File: src/rtl/frac_div_pkg.sv
// Package: default sizes shared by the fractional divider modules.
// Assumes: the integer word is at least 3 bits wide so the minimum modulus fits.
package frac_div_pkg;
    localparam int FD_FRAC_W_DEF  = 16;  // fractional word width
    localparam int FD_INT_W_DEF   = 8;   // integer word width
    localparam int FD_MIN_MOD_DEF = 4;   // smallest modulus the counter supports
endpackage

File: src/rtl/fd_modsel.sv
// Modulus selector: clamps the integer word to the minimum modulus and adds
// the carry from the noise-shaping accumulator.
// Assumes: MIN_MOD is representable in INT_W bits.
module fd_modsel #(
    parameter int INT_W   = frac_div_pkg::FD_INT_W_DEF,
    parameter int MIN_MOD = frac_div_pkg::FD_MIN_MOD_DEF
) (
    input  logic [INT_W-1:0] int_word,
    input  logic             carry,
    output logic [INT_W:0]   base_mod,
    output logic [INT_W:0]   next_mod
);
    localparam logic [INT_W-1:0] MIN_V = INT_W'(MIN_MOD);

    logic [INT_W-1:0] clamped;

    // Clamp the integer word from below.
    always_comb begin
        clamped = (int_word < MIN_V) ? MIN_V : int_word;
    end

    // Widen the clamped value and add the dither carry.
    always_comb begin
        base_mod = {1'b0, clamped};
        next_mod = base_mod + {{INT_W{1'b0}}, carry};
    end
endmodule

File: src/rtl/fd_accum.sv
// First-order noise-shaping accumulator: adds the fractional word once per
// output period and gives the carry out of that sum for the next modulus.
// Assumes: step is high for exactly one cycle per period.
module fd_accum #(
    parameter int FRAC_W = frac_div_pkg::FD_FRAC_W_DEF
) (
    input  logic              clk,
    input  logic              rst_n,
    input  logic              step,
    input  logic [FRAC_W-1:0] frac,
    output logic              carry,
    output logic [FRAC_W-1:0] acc_q
);
    logic [FRAC_W:0] sum;

    // Sum of the stored phase and the fractional word, with carry.
    always_comb begin
        sum   = {1'b0, acc_q} + {1'b0, frac};
        carry = sum[FRAC_W];
    end

    // Store the wrapped sum at each period boundary; clear it on reset.
    always_ff @(posedge clk) begin
        if (!rst_n)
            acc_q <= '0;
        else if (step)
            acc_q <= sum[FRAC_W-1:0];
    end


    acc_hold_chk: assert property (@(posedge clk) disable iff (!rst_n)
        !step |=> $stable(acc_q));


    acc_clear_chk: assert property (@(posedge clk)
        !rst_n |=> acc_q == '0);
endmodule

File: src/rtl/fd_counter.sv
// Multimodulus down counter: runs a period of cur_mod cycles and flags the
// last one. A new modulus is taken only at terminal count.
// Assumes: every modulus given to it is at least 2.
module fd_counter #(
    parameter int CNT_W = frac_div_pkg::FD_INT_W_DEF + 1
) (
    input  logic             clk,
    input  logic             rst_n,
    input  logic [CNT_W-1:0] reset_mod,
    input  logic [CNT_W-1:0] load_mod,
    output logic             tc,
    output logic [CNT_W-1:0] cur_mod
);
    localparam logic [CNT_W-1:0] ONE = CNT_W'(1);

    logic [CNT_W-1:0] cnt;

    // Terminal count marks the last cycle of the period.
    always_comb begin
        tc = (cnt == '0);
    end

    // Count down, or reload with a fresh modulus at reset or terminal count.
    always_ff @(posedge clk) begin
        if (!rst_n) begin
            cnt     <= reset_mod - ONE;
            cur_mod <= reset_mod;
        end else if (tc) begin
            cnt     <= load_mod - ONE;
            cur_mod <= load_mod;
        end else begin
            cnt     <= cnt - ONE;
        end
    end


    cnt_range_chk: assert property (@(posedge clk) disable iff (!rst_n)
        cnt < cur_mod);


    reload_chk: assert property (@(posedge clk) disable iff (!rst_n)
        tc |=> cnt == cur_mod - ONE);


    mod_hold_chk: assert property (@(posedge clk) disable iff (!rst_n)
        !tc |=> $stable(cur_mod));
endmodule

File: src/rtl/frac_div_ctrl.sv
// Fractional-N feedback divider: a multimodulus counter whose modulus is
// dithered between N and N+1 by a first-order accumulator, once per period.
// Assumes: runs on the oscillator clock; words may change at any time and
// are sampled only at terminal count (or during reset).
module frac_div_ctrl #(
    parameter int FRAC_W  = frac_div_pkg::FD_FRAC_W_DEF,
    parameter int INT_W   = frac_div_pkg::FD_INT_W_DEF,
    parameter int MIN_MOD = frac_div_pkg::FD_MIN_MOD_DEF
) (
    input  logic              clk,
    input  logic              rst_n,
    input  logic [INT_W-1:0]  int_word,
    input  logic [FRAC_W-1:0] frac_word,
    output logic              div_pulse,
    output logic [INT_W:0]    cur_mod
);
    localparam int CNT_W = INT_W + 1;
    localparam logic [CNT_W-1:0] MIN_C = CNT_W'(MIN_MOD);
    localparam logic [CNT_W-1:0] MAX_C = CNT_W'(1 << INT_W);

    logic              tc;
    logic              carry;
    logic [FRAC_W-1:0] acc_q;
    logic [CNT_W-1:0]  base_mod;
    logic [CNT_W-1:0]  next_mod;

    fd_accum #(.FRAC_W(FRAC_W)) u_accum (
        .clk   (clk),
        .rst_n (rst_n),
        .step  (tc),
        .frac  (frac_word),
        .carry (carry),
        .acc_q (acc_q)
    );

    fd_modsel #(.INT_W(INT_W), .MIN_MOD(MIN_MOD)) u_modsel (
        .int_word (int_word),
        .carry    (carry),
        .base_mod (base_mod),
        .next_mod (next_mod)
    );

    fd_counter #(.CNT_W(CNT_W)) u_counter (
        .clk       (clk),
        .rst_n     (rst_n),
        .reset_mod (base_mod),
        .load_mod  (next_mod),
        .tc        (tc),
        .cur_mod   (cur_mod)
    );

    // Drive the divided pulse from terminal count.
    always_comb begin
        div_pulse = tc;
    end


    mod_floor_chk: assert property (@(posedge clk) disable iff (!rst_n)
        cur_mod >= MIN_C);


    mod_ceil_chk: assert property (@(posedge clk) disable iff (!rst_n)
        cur_mod <= MAX_C);


    mod_step_chk: assert property (@(posedge clk) disable iff (!rst_n)
        tc |=> (cur_mod == $past(base_mod)) || (cur_mod == $past(base_mod) + 1'b1));


    acc_live_chk: assert property (@(posedge clk) disable iff (!rst_n)
        (tc && frac_word == '0) |=> $stable(acc_q));
endmodule

File: config.mk
export PLATFORM = sky130hd
export DESIGN_NAME = frac_div_ctrl
export DESIGN_NICKNAME = d
export VERILOG_FILES = /design/src/rtl/frac_div_pkg.sv /design/src/rtl/fd_modsel.sv /design/src/rtl/fd_accum.sv /design/src/rtl/fd_counter.sv /design/src/rtl/frac_div_ctrl.sv
export SDC_FILE = /design/constraint.sdc
export NUM_CORES = 1
export LEC_CHECK = 0
export ABC_AREA = 1
export BUFFER_PORTS_ARGS = -buffer_cell sky130_fd_sc_hd__buf_4
export CORE_ASPECT_RATIO = 1.2
export CORE_UTILIZATION = 52
export DETAILED_ROUTE_END_ITERATION = 8
export GPL_ROUTABILITY_DRIVEN = 0
export GPL_TIMING_DRIVEN = 0
export PLACE_DENSITY = 0.81
export SLEW_MARGIN = 10
export SYNTH_ARGS = -nofsm -noshare
export SYNTH_HDL_FRONTEND = slang
export SYNTH_SLANG_ARGS = --single-unit
File: constraint.sdc
create_clock -name clk -period 2.99 [get_ports clk]
set_input_delay 0.1495 -clock clk [delete_from_list [all_inputs] [get_ports clk]]
set_output_delay 0.1495 -clock clk [all_outputs]
set_load 0.1 [all_outputs]
==> flow_metrics.py <==
metrics = {
    "run_status": {
        "status": "completed",
    },
    "sta": {
        "post-route-min-period_ns": 2.88,
        "finalClockSkew_ns": 0.00926,
        "tightest_slew_ns": 0.587,
        "fmax_mhz": 347,
        "rsz0062_at_grt": "yes",
        "relSlewSlack": 0.609,
        "hold_viol": 0,
        "final-setup-viol-count": 0,
        "finalMaxSlewViolations": 0,
        "period_share": 0.964,
    },
    "clocking": {
        "clockBufferDepth": 2,
        "path_clk_slew_ns": 0.07,
        "cts_tree": "built",
        "cts_buffers": 5,
        "insertion_delay_ns": 0.29,
        "cts_sinks": 34,
        "ctsHtreeMaxLevel": 2,
        "root_buffer": "clkbuf_8",
    },
    "synthesis": {
        "ys_async_sr_fraction": 0,
        "syn-cell-area_um2": 2580,
        "ys_warn_count": 0,
        "ys_ff_latch": 34,
        "yosys-top-cells-count": "97 x nand2_1, 36 x nand3_1, 34 x inv_1",
        "synth.top_cell.area_share": 0.202,
        "synth_nets": 414,
        "avgSynthCellArea_um2": 7.01,
        "synth_edf_count": 8,
        "synth_cells": 368,
        "synth.largest_area_cell": "dfxtp_1",
        "ys.flop_type": "dfxtp_1",
        "ys_seq_area_frac": 0.295,
        "ys_top_cells_by_area": "dfxtp_1 20%, nand2_1 14%, edfxtp_1 9.3%",
        "synth.most_common_cell": "nand2_1",
        "ys_types": 33,
    },
    "pwr": {
        "finalPower_w": 0.00135,
        "swShare": 0.374,
        "peakVddDrop_mv": 0.288,
        "clockPowerShare": 0.249,
        "sequentialPowerShare": 0.402,
        "power_density_nw_per_um2": 407,
        "leakagePower_nw": 1.60,
        "internal-power_w": 0.000844,
        "combPwrFrac": 0.349,
        "p_sw_w": 0.000504,
    },
    "worst_setup_path": {
        "path_max_fanout": 3,
        "start_kind": "flop",
        "crit_required_ns": 3.16,
        "end_kind": "flop",
        "arrival_ns": 3.05,
        "setup.worst_path.class": "reg -> reg",
    },
    "global_routing": {
        "grt_pass1_vias": 2586,
        "track_usage": 0.272,
        "grt_overflow": 0,
        "grt_max_degree": 14,
        "grt_first_pass_wirelength_mm": 10.9,
        "antenna_found_initial": 0,
    },
    "drt": {
        "avgViaCountPerCell": 5.52,
        "route.detailed.drc": 0,
        "ant_nets": 0,
        "wirelength_mm": 6.66,
        "vias": 2638,
        "wire_per_inst_um": 13.9,
        "drt-pass1-iter-count": 5,
        "drtIter0Drc": 191,
    },
    "place": {
        "dp.cells": 460,
        "placement.io_buffers": 34,
        "hpwl_mm": 4.79,
    },
    "floorplanning": {
        "fp.dieW_um": 66.3,
        "start_util": 0.553,
        "die_y_um": 79.1,
        "std_cell_rows": 27,
        "dieArea_um2": 5250,
        "coreArea_um2": 4660,
        "io_pins": 36,
    },
    "cells_and_area": {
        "fin_cells": 478,
        "drive_gt1_frac": 0.290,
        "area_growth_pct": 28.3,
        "nFillCells": 365,
        "nets": 465,
        "diodes": 0,
    },
    "flow_run": {
        "drv_cap": 0,
    },
    "worst_hold_path": {
        "worst_hold_path_type": "in -> reg",
    },
}
## timing repair
action / in CTS / in global routing
pin swaps: 9 / 20
endpoints found under the hold margin: 0 / 0
setup buffers: 4 / 6
endpoints found under the setup margin: 8 / 7
gates resized for setup: 13 / 39
hold buffers: 0 / 0
## per-stage QoR
| stage | TNS (ns) | hold slack [ns] | setup WS, ns | area (um2) | util |
|---|---|---|---|---|---|
| 3_3_place_gp | -0.722 | 0.459 | -0.272 | 2910 | 0.625 |
| 3_5_place_dp | -1.10 | 0.470 | -0.341 | 2910 | 0.625 |
| 6_report | 0 | 0.182 | 0.107 | 3310 | 0.710 |
| 2_1_floorplan | 0 | 0.350 | 0.0309 | 2580 | - |
| 5_1_grt | -0.0945 | 0.214 | -0.0388 | 3310 | 0.710 |
| 4_1_cts | 0 | 0.171 | 0.0129 | 3090 | 0.662 |
## flip-flops by register name (all words and copies together) (netlist names)
signal	flops
u_counter.cnt	9
u_accum.acc_q	16
u_counter.cur_mod	9
## cell type report
type	instances	area [um2]	area share
Timing Repair Buffer	44	330	0.0998
Sequential cell	34	762	0.230
Buffer	7	47.5	0.0144
Tap cell	58	72.6	0.0219
Multi-Input combinational cell	289	1870	0.565
Inverter	38	145	0.0439
Clock buffer	6	72.6	0.0219
Clock inverter	2	8.76	0.00265
## power groups by stage
| stage | registers, W | logic, W | clock network [W] |
|---|---|---|---|
| 2_1_floorplan | 0.000604 | 0.000255 | 0 |
| 3_3_place_gp | 0.000548 | 0.000398 | 0 |
| 3_5_place_dp | 0.000551 | 0.000408 | 0 |
| 4_1_cts | 0.000540 | 0.000423 | 0.000341 |
| 5_1_grt | 0.000545 | 0.000513 | 0.000358 |
| 6_report | 0.000542 | 0.000471 | 0.000336 |
## layer usage
metal	GRT usage	share of wire	up-vias
met1	0.308	0.41	1206
met3	0.0474	0.055	13
met2	0.496	0.51	96
met5	0	0	-
met4	0.100	0.018	0
li1	-	-	1323
## path summary, 6_finish.rpt
kind / start / to / slack (ns) / cells past startpoint
min: frac_word[0] / u_accum.acc_q[0] / 0.18 / 4
max: u_accum.acc_q[0] / u_counter.cnt[2] / 0.11 / 18
max reg2reg: u_accum.acc_q[0] / u_counter.cnt[2] / 0.11 / 18
min reg2reg: u_accum.acc_q[14] / u_accum.acc_q[14] / 0.49 / 2
## logic make-up after synthesis
family / Yosys count / share of synthesized area
xor gates and xnor gates: 8 / 0.0272
and+or+nand+nor: 195 / 0.371
AOI/OAI and AO/OA: 66 / 0.133
buffers and inverters: 45 / 0.0737
adders and majority gates: 20 / 0.100
DFF: 34 / 0.295
## critical path, cell delays in order, from the launching register on
cell,delay [ns]
dfxtp_2,0.34
ha_4,0.16
fa_2,0.35
nand3_2,0.07
nand2_2,0.06
nand2_2,0.09
nand2_4,0.06
nand3_2,0.07
nand2_2,0.06
a21oi_2,0.14
o21bai_1,0.11
ha_2,0.22
ha_4,0.27
nand4_1,0.13
nand2_2,0.13
nor2_4,0.05
ha_4,0.16
buf_4,0.15
xor2_1,0.15
## layout by cell type, fill, tap and decap left out, types with 2 or more instances in the layout
master and instances:
nor2_1 26, clkbuf_8 5, ha_4 10, inv_2 6, nand3b_1 2, dfxtp_1 25
clkbuf_1 3, nand2_4 4, nand3_4 2, ha_1 8, inv_1 31, o21bai_1 2
edfxtp_1 8, xor2_1 5, nor2_8 2, nand3_2 8, buf_4 45, buf_2 2
nand2_2 14, nor2_4 8, nand2_1 88, nand3_1 30, nor2_2 4, a21oi_2 3
a21oi_1 29, nand4_1 6, xnor2_1 3, o21ai_1 3, o21ai_0 24, buf_6 2
No activity file was read; power rests on OpenSTA's default activity.
